[src/rtl/rrf_pkg.sv]
package rrf_pkg;
  localparam int DW        = 64;
  localparam int BASE_MSB  = 59;
  localparam int TBL_SH    = 12;
  localparam int DIR_SH    = 8;
  localparam int ENT_SH    = 4;
  localparam int SECOND_DW = 8;
  localparam int SZ_W      = 5;

  typedef enum logic [1:0] {
    ST_IDLE = 2'd0,
    ST_PART = 2'd1,
    ST_PROC = 2'd2
  } rrf_state_e;
endpackage

[src/rtl/rrf_id_sel.sv]
module rrf_id_sel #(
  parameter int LPID_W = 12,
  parameter int PID_W  = 20
) (
  input  logic              hv,
  input  logic              pr,
  input  logic [1:0]        quad,
  input  logic [LPID_W-1:0] lpid_reg,
  input  logic [PID_W-1:0]  pid_reg,
  output logic [LPID_W-1:0] eff_lpid,
  output logic [PID_W-1:0]  eff_pid,
  output logic              illegal
);
  always_comb begin
    eff_lpid = hv ? '0 : lpid_reg;
    eff_pid  = pid_reg;
    illegal  = 1'b0;
    if (quad == 2'b11) begin
      eff_pid = '0;
    end else if (hv && !pr) begin
      if (quad == 2'b10) eff_pid = '0;
    end else if (quad != 2'b00) begin
      illegal = 1'b1;
      eff_pid = '0;
    end
  end
endmodule

[src/rtl/rrf_seq.sv]
module rrf_seq
  import rrf_pkg::*;
#(
  parameter int LPID_W = 12,
  parameter int PID_W  = 20
) (
  input  logic              clk,
  input  logic              rst,
  input  logic              start,
  input  logic              illegal,
  input  logic [LPID_W-1:0] eff_lpid,
  input  logic [PID_W-1:0]  eff_pid,
  input  logic [DW-1:0]     ptcr,
  input  logic              mem_rvalid,
  input  logic [DW-1:0]     mem_rdata,
  output logic              mem_req,
  output logic [DW-1:0]     mem_addr,
  output logic              load_root,
  output logic              done,
  output logic              fault
);
  rrf_state_e           state;
  logic [PID_W-1:0]     pid_q;
  logic [DW-1:0]        part_addr;
  logic [DW-1:0]        proc_addr;
  logic                 unused_bits;

  assign part_addr = (DW'(ptcr[BASE_MSB:TBL_SH]) << TBL_SH)
                   + (DW'(eff_lpid) << ENT_SH) + DW'(SECOND_DW);
  assign proc_addr = (DW'(mem_rdata[BASE_MSB:TBL_SH]) << TBL_SH)
                   + (DW'(pid_q) << ENT_SH);
  assign unused_bits = ^{ptcr[DW-1:BASE_MSB+1], ptcr[TBL_SH-1:0],
                         mem_rdata[DW-1:BASE_MSB+1], mem_rdata[TBL_SH-1:0]};

  assign load_root = (state == ST_PROC) && mem_rvalid;

  always_ff @(posedge clk) begin
    if (rst) begin
      state    <= ST_IDLE;
      mem_req  <= 1'b0;
      mem_addr <= '0;
      pid_q    <= '0;
      done     <= 1'b0;
      fault    <= 1'b0;
    end else begin
      mem_req <= 1'b0;
      done    <= 1'b0;
      fault   <= 1'b0;
      case (state)
        ST_IDLE: begin
          if (start) begin
            if (illegal) begin
              fault <= 1'b1;
            end else begin
              mem_req  <= 1'b1;
              mem_addr <= part_addr;
              pid_q    <= eff_pid;
              state    <= ST_PART;
            end
          end
        end
        ST_PART: begin
          if (mem_rvalid) begin
            mem_req  <= 1'b1;
            mem_addr <= proc_addr;
            state    <= ST_PROC;
          end
        end
        ST_PROC: begin
          if (mem_rvalid) begin
            done  <= 1'b1;
            state <= ST_IDLE;
          end
        end
        default: state <= ST_IDLE;
      endcase
    end
  end
endmodule

[src/rtl/rrf_root_decode.sv]
module rrf_root_decode
  import rrf_pkg::*;
(
  input  logic [DW-1:0]   entry,
  output logic [DW-1:0]   base,
  output logic [SZ_W-1:0] dir_size,
  output logic [SZ_W-1:0] rts
);
  logic unused_bits;
  assign base        = DW'(entry[BASE_MSB:DIR_SH]) << DIR_SH;
  assign dir_size    = entry[SZ_W-1:0];
  assign rts         = {entry[62:61], entry[7:5]};
  assign unused_bits = ^{entry[63], entry[60]};
endmodule

[src/rtl/radix_root_finder.sv]
module radix_root_finder
  import rrf_pkg::*;
#(
  parameter int LPID_W = 12,
  parameter int PID_W  = 20
) (
  input  logic              clk,
  input  logic              rst,
  input  logic              start,
  input  logic [63:0]       vaddr,
  input  logic              hv,
  input  logic              pr,
  input  logic [63:0]       ptcr,
  input  logic [LPID_W-1:0] lpid_reg,
  input  logic [PID_W-1:0]  pid_reg,
  output logic              mem_req,
  output logic [63:0]       mem_addr,
  input  logic              mem_rvalid,
  input  logic [63:0]       mem_rdata,
  output logic [63:0]       root_base,
  output logic [4:0]        root_size,
  output logic [4:0]        tree_size,
  output logic              done,
  output logic              fault
);
  logic [LPID_W-1:0] eff_lpid;
  logic [PID_W-1:0]  eff_pid;
  logic              illegal;
  logic              load_root;
  logic [DW-1:0]     dec_base;
  logic [SZ_W-1:0]   dec_size;
  logic [SZ_W-1:0]   dec_rts;
  logic              unused_va;

  assign unused_va = ^vaddr[61:0];

  rrf_id_sel #(.LPID_W(LPID_W), .PID_W(PID_W)) u_ids (
    .hv(hv), .pr(pr), .quad(vaddr[63:62]),
    .lpid_reg(lpid_reg), .pid_reg(pid_reg),
    .eff_lpid(eff_lpid), .eff_pid(eff_pid), .illegal(illegal)
  );

  rrf_seq #(.LPID_W(LPID_W), .PID_W(PID_W)) u_seq (
    .clk(clk), .rst(rst), .start(start), .illegal(illegal),
    .eff_lpid(eff_lpid), .eff_pid(eff_pid), .ptcr(ptcr),
    .mem_rvalid(mem_rvalid), .mem_rdata(mem_rdata),
    .mem_req(mem_req), .mem_addr(mem_addr), .load_root(load_root),
    .done(done), .fault(fault)
  );

  rrf_root_decode u_dec (
    .entry(mem_rdata), .base(dec_base), .dir_size(dec_size), .rts(dec_rts)
  );

  always_ff @(posedge clk) begin
    if (rst) begin
      root_base <= '0;
      root_size <= '0;
      tree_size <= '0;
    end else if (load_root) begin
      root_base <= dec_base;
      root_size <= dec_size;
      tree_size <= dec_rts;
    end
  end
endmodule

[config.mk]
export PLATFORM = sky130hd
export DESIGN_NAME = radix_root_finder
export DESIGN_NICKNAME = d
export VERILOG_FILES = /design/src/rtl/rrf_pkg.sv /design/src/rtl/rrf_id_sel.sv /design/src/rtl/rrf_seq.sv /design/src/rtl/rrf_root_decode.sv /design/src/rtl/radix_root_finder.sv
export SDC_FILE = /design/constraint.sdc
export NUM_CORES = 1
export LEC_CHECK = 0
export BUFFER_PORTS_ARGS = -buffer_cell sky130_fd_sc_hd__clkbuf_2
export CAP_MARGIN = 10
export CELL_PAD_IN_SITES_DETAIL_PLACEMENT = 1
export CELL_PAD_IN_SITES_GLOBAL_PLACEMENT = 2
export CORE_MARGIN = 3
export CORE_UTILIZATION = 30
export DETAILED_ROUTE_END_ITERATION = 16
export GPL_ROUTABILITY_DRIVEN = 0
export PLACE_DENSITY = 0.92
export SLEW_MARGIN = 0
export SYNTH_ARGS = -nofsm -noshare
export SYNTH_HDL_FRONTEND = slang
export SYNTH_HIERARCHICAL = 1
export SYNTH_SLANG_ARGS = --single-unit
[constraint.sdc]
create_clock -name clk -period 5.14 [get_ports clk]
set_input_delay 1.285 -clock clk [delete_from_list [all_inputs] [get_ports clk]]
set_output_delay 1.285 -clock clk [all_outputs]
set_load 0.02 [all_outputs]
# Yosys cells after proc, flatten, opt, wreduce, memory -nomap -nowiden
# Index checks and enable logic that the tools add are counted.
# Widths: inputs -> output; s select.
# op_classes
div_mod_pow,0
magnitude_cmp,0
n_mul,0
shift,0
n_eq_ne,8
bitwise,4
muxes,22
addsub,3
n_reduce_logical,11
# ops
op,count
$mux 64,3
$pmux 64 s2,1
$mux 20,4
$add 64x4->64 const B,1
$add 60x16->61,1
$add 60x24->61,1
$mux 12,1
$mux 2,4
$ne 2x2->1 const B,4
$reduce_and 4->1,2
$mux 1,7
$eq 2x2->1 const B,3
$pmux 2 s3,1
$not 1->1,4
$reduce_bool 2->1,2
$reduce_and 3->1,1
$reduce_or 3->1,1
$eq 2x1->1 const B,1
$logic_and 1x1->1,2
$logic_not 2->1,1
$pmux 1 s2,1
$reduce_or 2->1,1
$logic_not 1->1,1
# totals
memories,0
register_bits,151
out_inout_bits,141
wordCells,57
ram_bits,0
inputBits,230
latch_bits,0
rom_bits,0

# Longest topological paths before layout
# Gate-level depths: netlist of the first run.
# logic_depth
word_depth,7
mapped_depth,11
ltp_nobuf,10

# Hierarchy
# Netlist of the first run, hierarchy kept.
# modules_own_cells
module,cells_per_inst,area_each_um2,seq_area_each_um2,n_inst
rrf_seq,730,5636.7,1661.6,1
radix_root_finder,238,2670.1,1481.4,1
rrf_root_decode,75,559.3,0.0,1
rrf_id_sel,62,446.7,0.0,1

# Worst setup path before layout of the first run
# Ideal clock, no wire load.
# synth_path
kind,input-to-reg
from,in mem_rdata[12]
to,reg u_seq.mem_addr[22]
arrival_time_ps,3420
setup_slack_ps,1624
setup_ps,95
path_buffers,0
t_required_ps,5045
stages,9
path_cell_list,ha_1 fa_1 a21o_1 a221oi_1 o21ai_1 a21o_1 nand2_1 mux2_1 a221oi_1
# synth_via
elab_chain_cells,3
# synth_rtl
item,line,source
start: declaration,radix_root_finder.sv:19,"input logic [63:0] mem_rdata,"
$add 60x24->61,rrf_seq.sv:31,+ (DW'(pid_q) << ENT_SH);
$mux 64,rrf_seq.sv:63,if (mem_rvalid) begin
$pmux 64 s2,rrf_seq.sv:49,case (state)
end signal: assignment,rrf_seq.sv:56,mem_addr <= part_addr;
end signal: assignment,rrf_seq.sv:65,mem_addr <= proc_addr;
end: declaration,rrf_seq.sv:17,"output logic [DW-1:0] mem_addr,"
# Every way passes these cells. The select of a mux whose other input is x is not followed.
# A chain may end at the register's enable or synchronous reset.

# Final worst setup path of the first run
# layout_path
from,in mem_rdata[12]
to,reg u_seq.mem_addr[40]
# The elaborated chain is that of the path after synthesis.

==> results of run 1 <==
cells by family after synthesis:
group,count (synthesis),share of synthesized area [%]
xor+xnor,80,7.52
buf+inv,146,10.7
compound gates,182,14.1
simple gates,443,23.0
other cells,2,0.0806
mux,77,8.30
fa+ha+maj,18,2.58
flops,157,33.7
critical path, stage by stage:
cell	delay (ns)
clkbuf_2	0.11
ha_1	0.24
fa_1	0.42
a21o_1	0.22
a221oi_1	0.56
o2bb2ai_1	0.39
or3_1	0.36
nor2_1	0.10
xnor2_1	0.28
o221ai_1	0.16
metal layers:
| metal | up-vias | GRT usage, % | wire length (um) |
|---|---|---|---|
| met5 | - | 0 | 13 |
| met4 | 2 | 6.31 | 858 |
| met3 | 43 | 4.92 | 2060 |
| met2 | 263 | 33.1 | 15900 |
| met1 | 4222 | 23.9 | 14400 |
| li1 | 4136 | - | - |
sequential cells by signal, summed over array words and instances, names as in the netlist:
signal and flops:
root_base 64, root_size 5, tree_size 5, u_seq/done 1, u_seq/fault 1, u_seq/mem_addr 58
u_seq/mem_req 1, u_seq/pid_q 20, u_seq/state 2
area by class of cell:
cell class / instances / area share, %
timing repair buffer: 298 / 13.8
clock inverter: 14 / 2.37
sequential: 157 / 28.2
inverter: 6 / 0.202
clock buffer: 18 / 3.85
multi-input combinational: 818 / 47.2
tap: 390 / 4.38
antenna: 2 / 0.0449
where the power goes:
part	internal, uW	switching [uW]
logic	240	467
clock network	965	573
registers	1290	47.1
total	2500	1090
layout by cell type, fill, tap and decap left out, types with 10 or more instances in the layout:
| cell type | synthesis | final |
|---|---|---|
| a21oi_1 | 48 | 47 |
| a21oi_2 | 20 | 20 |
| a311oi_1 | 10 | 10 |
| a31oi_1 | 10 | 10 |
| and3_1 | 25 | 25 |
| buf_4 | 81 | 14 |
| clkbuf_16 | 0 | 17 |
| clkbuf_2 | 0 | 283 |
| conb_1 | 2 | 18 |
| dfxtp_1 | 157 | 157 |
| ha_1 | 16 | 16 |
| mux2i_1 | 75 | 75 |
| nand2_1 | 124 | 124 |
| nand2b_1 | 23 | 23 |
| nand3_1 | 27 | 27 |
| nand4_1 | 16 | 16 |
| nor2_1 | 146 | 144 |
| nor2b_1 | 12 | 11 |
| nor3_1 | 14 | 14 |
| o21ai_0 | 13 | 13 |
| xnor2_1 | 51 | 51 |
| xor2_1 | 29 | 29 |
through the flow:
| stage | instances | worst slack (ns) |
|---|---|---|
| detailed placement | 1669 | 0.940 |
| global route | 1702 | 1.09 |
| finish | 1703 | 1.29 |
| floorplan | 1121 | 1.62 |
| global placement | 1669 | 1.04 |
| CTS | 1701 | 1.35 |
worst min path at each step:
stage                                   from            endpoint  slack, ns  depth (start not counted)
after floorplan               u_seq/pid_q[0]      u_seq/pid_q[0]       0.44                          2
after global placement    u_seq/mem_addr[17]  u_seq/mem_addr[17]       0.44                          2
final                     u_seq/mem_addr[20]  u_seq/mem_addr[20]       0.45                          2
after global routing         u_seq/pid_q[19]     u_seq/pid_q[19]       0.48                          2
after detailed placement  u_seq/mem_addr[20]  u_seq/mem_addr[20]       0.45                          2
after CTS                 u_seq/mem_addr[20]  u_seq/mem_addr[20]       0.46                          2
==> results.ini, run 1 <==
[setup_path]
cp.arrival_ns = 4.13
r2r-end = u_seq/mem_addr[40]
end_kind = register
crit_end = u_seq/mem_addr[40]
r2r-start = u_seq/pid_q[8]
r2r_cells = 9
start_kind = input pin
crit_path_start = mem_rdata[12]
crit_fanout = 6
critPathRequiredTime_ns = 5.41
rrSetupSlack_ns = 1.95
criticalPathCategory = in2reg

[outcome]
status = finished clean

[global_route]
grt-ovfl-total = 0
grt_max_degree = 67
antenna_found_initial = 2
track_usage_pct = 19.4
grt_pass1_vias = 8822
grt_pass1_wl_mm = 50.5

[yosys]
yosysTopAreaCell = dfxtp_1
yosys_warnings = 6
synth_most_common_cell = dfxtp_1
synth_common_cells = 157 x dfxtp_1, 146 x nor2_1, 124 x nand2_1
syn_inst = 1105
synth_edf_count = 0
yosysTopAreaCellShare_pct = 33.7
netlist_area_mm2 = 0.00931
synth_flop_cell = dfxtp_1
async_reset_ff_share_pct = 0
synth_area_leaders = dfxtp_1 34%, mux2i_1 8.1%, buf_4 6.5%, nor2_1 5.9%, nand2_1 5.0%
ys_ff_latch = 157
ys_seq_area_share_pct = 33.7
synth.distinct_cells = 80
syn_avg_cell_area_um2 = 8.43

[clocking]
cts_tree = built
ctsHoldBuffers = 0
numCtsBuffers = 17
cts.clk_slew.worst_paths_ns = 0.07
postCtsSetupRepairBufs = 0
insertion_delay_ns = 0.44
clock_path_buffers = 2
htree_levels = 4
cts.repair.resized = 0
cts_root_buffer = clkbuf_16
cts_sinks = 157

[route]
route.detailed.drc = 0
drt-vias-per-instance = 5.09
num_vias = 8666
wl_mm = 33.2
first_pass_iters = 5
drtIter0Drc = 461
drtAntennaViolNets = 0
wire_per_inst_um = 19.5

[timing]
finalCriticalPeriod_ns = 3.85
slew_violations = 0
min_period_over_period_pct = 75.0
fin_setup_tns_ns = 0
worst_slew_pin_slew_ns = 0.985
worst_hold_slack_ns = 0.454
fmax_mhz = 259
hold_violations = 0
rsz0062_at_grt = false
fin_skew_ns = 0.0161
setup_viol = 0
slew-limit-headroom_pct = 34.3

[layout]
layout-drive-gt1-share_pct = 28.3
nNetsFinal = 1546
final_cell_area_mm2 = 0.0112
multiInputGateArea_mm2 = 0.00526
register_area_mm2 = 0.00314
fillers = 3674
area_growth_pct = 19.7
final_core_util_pct = 37.0

[die]
die_height_um = 182
fp.dieW_um = 182
core_mm2 = 0.0301
initial_core_util_pct = 30.9
rows = 63
ios = 371
die_area_mm2 = 0.0332

[pwr]
ir_drop_v = 0.000242
design_power_total_uw = 3590
cellLeakagePower_uw = 0.00458
power.density_mw_per_mm2 = 322

[place]
dp_hpwl_mm = 25.1
port_buffers = 284
placed_area_mm2 = 0.0105

[hold_path]
hold_class = reg2reg

[flow_run]
max_cap_viol_count = 0

Note: power is estimated with default switching activity, not from simulation.
==> run 2: changes to the inputs <==
--- a/config.mk
+++ b/config.mk
@@ -10,10 +10,10 @@
 export CELL_PAD_IN_SITES_DETAIL_PLACEMENT = 1
 export CELL_PAD_IN_SITES_GLOBAL_PLACEMENT = 2
 export CORE_MARGIN = 3
-export CORE_UTILIZATION = 30
+export CORE_UTILIZATION = 28
 export DETAILED_ROUTE_END_ITERATION = 16
 export GPL_ROUTABILITY_DRIVEN = 0
-export PLACE_DENSITY = 0.92
+export PLACE_DENSITY = 0.87
 export SLEW_MARGIN = 0
 export SYNTH_ARGS = -nofsm -noshare
 export SYNTH_HDL_FRONTEND = slang
==> constraint.sdc (replaced) <==
create_clock -name clk -period 3.8 [get_ports clk]
set_input_delay 0.95 -clock clk [delete_from_list [all_inputs] [get_ports clk]]
set_output_delay 0.95 -clock clk [all_outputs]
set_load 0.02 [all_outputs]
==> results.ini, run 2 (same netlist as run 1, synthesis figures left out) <==
[route]
drt-vias-per-instance = 4.81  ; -5.5%
drtAntennaViolNets = 0  ; unchanged
num_vias = 8485  ; -2.1%
first_pass_iters = 5  ; unchanged
wl_mm = 32.9  ; -0.89%
wire_per_inst_um = 18.7  ; -4.3%
route.detailed.drc = 0  ; unchanged
drtIter0Drc = 397  ; -14%

[layout]
final_common_cell = clkbuf_2
antennaDiodeCount = 0  ; -2
final_cell_mix = 283 x clkbuf_2, 157 x dfxtp_1, 144 x nor2_1, 124 x nand2_1, 75 x mux2i_1
nNetsFinal = 1557  ; +0.71%
fin_cells = 1764  ; +3.6%
reg_top3 = root_base: 64 flops, u_seq/mem_addr: 58 flops, u_seq/pid_q: 20 flops
layout-drive-gt1-share_pct = 29.0  ; +0.67 points
area_growth_pct = 19.9
top_register = root_base
largest_reg_flops = 64  ; unchanged
fillers = 3974  ; +8.2%

[pwr]
p_int_uw = 2930  ; +17%
ir_drop_v = 0.000305  ; +26%
power.density_mw_per_mm2 = 397  ; +23%
pwr-share-comb_pct = 21.9  ; +2.2 points
clockPowerShare_pct = 37.2  ; -5.7 points
switching_share_pct = 33.8  ; +3.5 points
p_seq_share_pct = 40.9  ; +3.5 points
p_sw_uw = 1500  ; +38%
cellLeakagePower_uw = 0.00456  ; -0.33%

[setup_path]
crit_fanout = 6  ; unchanged
r2r-end = u_seq/mem_addr[54]
start_kind = input pin
rrSetupSlack_ns = 1.01  ; -0.94 ns
critPathRequiredTime_ns = 4.14  ; -1.27 ns
end_kind = register
criticalPathCategory = in2reg
cp.arrival_ns = 3.50  ; -0.63 ns
r2r_cells = 8  ; -1
crit_path_start = hv
r2r-start = u_seq/pid_q[17]

[timing]
finalCriticalPeriod_ns = 3.16
slew_violations = 0  ; unchanged
slew-limit-headroom_pct = 36.8  ; +2.5 points
fin_skew_ns = 0.0196  ; +0.00352 ns
setup_viol = 0  ; unchanged
hold_violations = 0  ; unchanged
rsz0062_at_grt = false
fin_setup_tns_ns = 0  ; unchanged
min_period_over_period_pct = 83.1
worst_slew_pin_slew_ns = 0.944  ; -0.0412 ns
fmax_mhz = 316

[die]
initial_core_util_pct = 28.6  ; -2.4 points
die_height_um = 188  ; +3.4%
fp.dieW_um = 188  ; +3.4%
die_area_mm2 = 0.0355  ; +6.9%
rows = 66  ; +4.8%
core_mm2 = 0.0326  ; +8.3%
ios = 371  ; unchanged

[place]
place_inst = 1732  ; +3.8%
dp_hpwl_mm = 25.7  ; +2.1%
port_buffers = 284  ; unchanged

[global_route]
track_usage_pct = 18.3  ; -1.1 points
grt_pass1_vias = 8865  ; +0.49%
grt.busiest_layer = met2
met3_usage_pct = 5.02  ; +0.10 points
grt_pass1_wl_mm = 50.8  ; +0.59%
grtUsageMet1_pct = 22.2  ; -1.7 points
antenna_found_initial = 2  ; unchanged
grt-ovfl-total = 0  ; unchanged
grt_use_met2_pct = 32.3  ; -0.81 points
grt_max_degree = 68  ; +1.5%

[clocking]
numCtsBuffers = 17  ; unchanged
cts_tree = built
cts.clk_slew.worst_paths_ns = 0.07  ; about the same
cts_sinks = 157  ; unchanged
postCtsSetupRepairBufs = 0  ; unchanged
htree_levels = 4  ; unchanged
cts.repair.resized = 0  ; unchanged
insertion_delay_ns = 0.44  ; about the same
cts_root_buffer = clkbuf_16
ctsHoldBuffers = 0  ; unchanged
clock_path_buffers = 2  ; unchanged

[hold_path]
hold_class = reg2reg
hold_depth = 2  ; unchanged
holdPathEnd = u_seq/pid_q[5]
hp-start = u_seq/pid_q[5]

[flow_run]
max_cap_viol_count = 0  ; unchanged

[outcome]
status = finished clean

run 2: changes by cell type in the layout (fill, tap and decap cells not counted):
cell        delta
buf_4          +9
bufinv_16      -7
inv_6          +4
clkinvlp_4     +3
buf_12         +2
clkinv_2       +2
diode_2        -2
clkbuf_1       -1
clkinv_4       -1
nor2_2         -1
nor2_4         +1
run 2: routing by layer:
metal  vias to the layer above  part of all wire [%]
li1                       4163                     -
met1                      4041                    43
met2                       248                    49
met3                        29                   6.9
met4                         4                   1.4
met5                         -                  0.10
run 2: per-stage QoR:
step / utilization (%) / hold WS, ns / power (uW) / instance area, um^2 / setup slack (ns)
2_1_floorplan: - / 0.437 / 2460 / 9370 / 0.619
3_3_place_gp: 32.6 / 0.442 / 2810 / 10600 / 0.282
3_5_place_dp: 32.6 / 0.452 / 2830 / 10600 / 0.230
4_1_cts: 34.2 / 0.462 / 4510 / 11200 / 0.688
5_1_grt: 34.2 / 0.478 / 4680 / 11200 / 0.416
6_report: 34.2 / 0.460 / 4430 / 11200 / 0.640
run 2: worst max-delay path by stage:
| stage | end | slack, ns | cells past startpoint |
|---|---|---|---|
| 6_report | u_seq/mem_addr[31] | 0.64 | 10 |
| 5_1_grt | u_seq/mem_addr[31] | 0.42 | 10 |
| 4_1_cts | u_seq/mem_addr[40] | 0.69 | 11 |
| 3_5_place_dp | u_seq/mem_addr[46] | 0.23 | 11 |
| 3_3_place_gp | u_seq/mem_addr[40] | 0.28 | 11 |
| 2_1_floorplan | u_seq/mem_addr[22] | 0.62 | 9 |
run 2: power groups by stage:
stage	clock, uW	combinational, uW	sequential (uW)
4_1_cts	1720	982	1810
6_report	1650	971	1810
5_1_grt	1790	1060	1830
3_3_place_gp	0	961	1850
3_5_place_dp	0	978	1850
2_1_floorplan	0	505	1950
run 2: final cells by class:
class	instances	area [um^2]	share of cell area, %
multi-input combinational	818	5260	47.1
inverter	6	22.5	0.202
clock inverter	15	113	1.01
tap	442	553	4.95
clock buffer	17	425	3.81
sequential	157	3140	28.1
timing repair buffer	309	1650	14.8
run 2: critical path, cell delays in order:
cell and delay, ns:
clkbuf_2 0.12, nor2b_1 0.27, ha_1 0.31, a211o_1 0.30, a21oi_1 0.54, nor3_1 0.22, xnor2_1 0.22, a211oi_1 0.26
o31ai_1 0.11, a31oi_1 0.20
==> run 3: changes to the inputs <==
==> constraint.sdc (replaced) <==
create_clock -name clk -period 3.1 [get_ports clk]
set_input_delay 0.775 -clock clk [delete_from_list [all_inputs] [get_ports clk]]
set_output_delay 0.775 -clock clk [all_outputs]
set_load 0.02 [all_outputs]
==> results.ini, run 3 (same netlist as run 1, synthesis figures left out) <==
[setup_path]
start_kind = input pin
cp.arrival_ns = 3.23  ; -0.27 ns
max_stage_delay_ns = 0.40  ; -0.14 ns
cp_cell_sequence = clkbuf_2 -> ha_1 -> fa_1 -> a21o_1 -> a221oi_1 -> buf_4 -> o2bb2ai_1 -> or3_1 -> nor2_1 -> xnor2_1 -> o221ai_1
crit_fanout = 6  ; unchanged
cp.buffers_inverters = 2  ; +1
crit_slowest_cell = fa_1
critPathRequiredTime_ns = 3.41  ; -0.73 ns
end_kind = register
crit_family = compound AO/OA/AOI/OAI gates
criticalPathCategory = in2reg

[route]
route.detailed.drc = 0  ; unchanged
num_vias = 8757  ; +3.2%
first_pass_iters = 4  ; -1
drtIter0Drc = 394  ; -0.76%
wl_mm = 34.2  ; +3.8%
drt-vias-per-instance = 4.81  ; about the same
wire_per_inst_um = 18.8  ; +0.50%
drtAntennaViolNets = 0  ; unchanged

[pwr]
switching_share_pct = 33.4  ; -0.40 points
power.density_mw_per_mm2 = 478  ; +21%
p_sw_uw = 1860  ; +24%
clockPowerShare_pct = 37.6  ; +0.4 points
p_seq_share_pct = 40.0  ; -0.9 points
p_int_uw = 3710  ; +26%
cellLeakagePower_uw = 0.00486  ; +6.6%
ir_drop_v = 0.000410  ; +34%
pwr-share-comb_pct = 22.4  ; +0.5 points

[timing]
rsz0062_at_grt = false
worst_slew_pin_slew_ns = 0.720  ; -0.224 ns
finalCriticalPeriod_ns = 2.92
worst_hold_slack_ns = 0.460  ; -0.000662 ns
slew-limit-headroom_pct = 51.7  ; +15 points
fin_skew_ns = 0.0142  ; -0.00541 ns
setup_viol = 0  ; unchanged
slew_violations = 0  ; unchanged
min_period_over_period_pct = 94.1
fmax_mhz = 343
hold_violations = 0  ; unchanged
finalWorstSetupSlack_ns = 0.183  ; -0.457 ns

[global_route]
track_usage_pct = 18.9  ; +0.63 points
antenna_found_initial = 2  ; unchanged
grt_pass1_vias = 9164  ; +3.4%
grt_pass1_wl_mm = 52.3  ; +2.9%
grt-ovfl-total = 0  ; unchanged
grt_max_degree = 66  ; -2.9%

[layout]
final_cell_mix = 283 x clkbuf_2, 157 x dfxtp_1, 144 x nor2_1, 124 x nand2_1, 79 x buf_4
reg_top3 = root_base: 64 flops, u_seq/mem_addr: 58 flops, u_seq/pid_q: 20 flops
antennaDiodeCount = 0  ; unchanged
final_common_cell = clkbuf_2
layout-drive-gt1-share_pct = 31.9  ; +2.9 points
fin_cells = 1821  ; +3.2%
fillers = 3984  ; +0.25%
largest_reg_flops = 64  ; unchanged
final_cell_area_mm2 = 0.0116  ; +4.3%
area_growth_pct = 25.0
top_register = root_base
nNetsFinal = 1614  ; +3.7%

[clocking]
ctsHoldBuffers = 0  ; unchanged
cts_tree = built
postCtsSetupRepairBufs = 0  ; unchanged
clock_path_buffers = 2  ; unchanged
cts_sinks = 157  ; unchanged
numCtsBuffers = 17  ; unchanged
insertion_delay_ns = 0.45  ; about the same
cts_root_buffer = clkbuf_16
cts.repair.resized = 0  ; unchanged
cts.clk_slew.worst_paths_ns = 0.08  ; about the same
htree_levels = 4  ; unchanged

[die]
fp.dieW_um = 188  ; unchanged
die_area_mm2 = 0.0355  ; unchanged
rows = 66  ; unchanged
ios = 371  ; unchanged
initial_core_util_pct = 28.6  ; unchanged
core_mm2 = 0.0326  ; unchanged
die_height_um = 188  ; unchanged

[place]
placed_area_mm2 = 0.0111  ; +4.1%
place_inst = 1789  ; +3.3%
dp_hpwl_mm = 26.6  ; +3.6%
preCtsSetupSlack_ns = -0.217  ; -0.447 ns
port_buffers = 284  ; unchanged

[hold_path]
hold_class = reg2reg

[flow_run]
max_cap_viol_count = 0  ; unchanged

[outcome]
status = finished clean

run 3: per-layer routing:
layer | routed length, um | GRT usage, %
met1 | 14400 | 23.2
met2 | 16900 | 32.8
met3 | 2330 | 5.17
met4 | 466 | 5.04
met5 | 24 | 0
run 3: final cells by class:
class | count | area [um^2] | area share, %
Clock inverter | 13 | 120 | 1.03
Timing Repair Buffer | 366 | 2090 | 17.9
Sequential cell | 157 | 3140 | 27.0
Multi-Input combinational cell | 818 | 5260 | 45.2
Inverter | 6 | 22.5 | 0.193
Tap cell | 442 | 553 | 4.75
Clock buffer | 19 | 453 | 3.89
run 3: path summary, 6_finish.rpt:
check                      start                 end  slack (ns)  cells after the start
setup / recovery   mem_rdata[12]  u_seq/mem_addr[46]        0.18                     11
hold / removal    u_seq/pid_q[3]      u_seq/pid_q[3]        0.46                      2
setup reg to reg  u_seq/pid_q[8]  u_seq/mem_addr[46]        0.33                     10
hold reg to reg   u_seq/pid_q[3]      u_seq/pid_q[3]        0.46                      2
run 3: power groups by stage:
| stage | combinational [uW] | clock [uW] | sequential (uW) |
|---|---|---|---|
| after floorplan | 618 | 0 | 2390 |
| after global placement | 1240 | 0 | 2270 |
| after detailed placement | 1260 | 0 | 2270 |
| after CTS | 1260 | 2180 | 2230 |
| after global routing | 1360 | 2260 | 2240 |
| final | 1250 | 2100 | 2230 |
run 3: through the flow:
| stage | setup TNS (ns) | total power, uW | utilization [%] |
|---|---|---|---|
| detailed placement | -3.11 | 3530 | 33.9 |
| global route | 0 | 5860 | 35.7 |
| floorplan | 0 | 3010 | - |
| CTS | 0 | 5670 | 35.7 |
| finish | 0 | 5570 | 35.7 |
| global placement | -2.33 | 3500 | 33.9 |
run 3: tightest hold or removal path, delay by kind of cell (launching register included):
| family | cells | cell delay [ns] |
|---|---|---|
| compound gates | 1 | 0.05 |
| flops | 1 | 0.31 |
| simple gates | 1 | 0.05 |
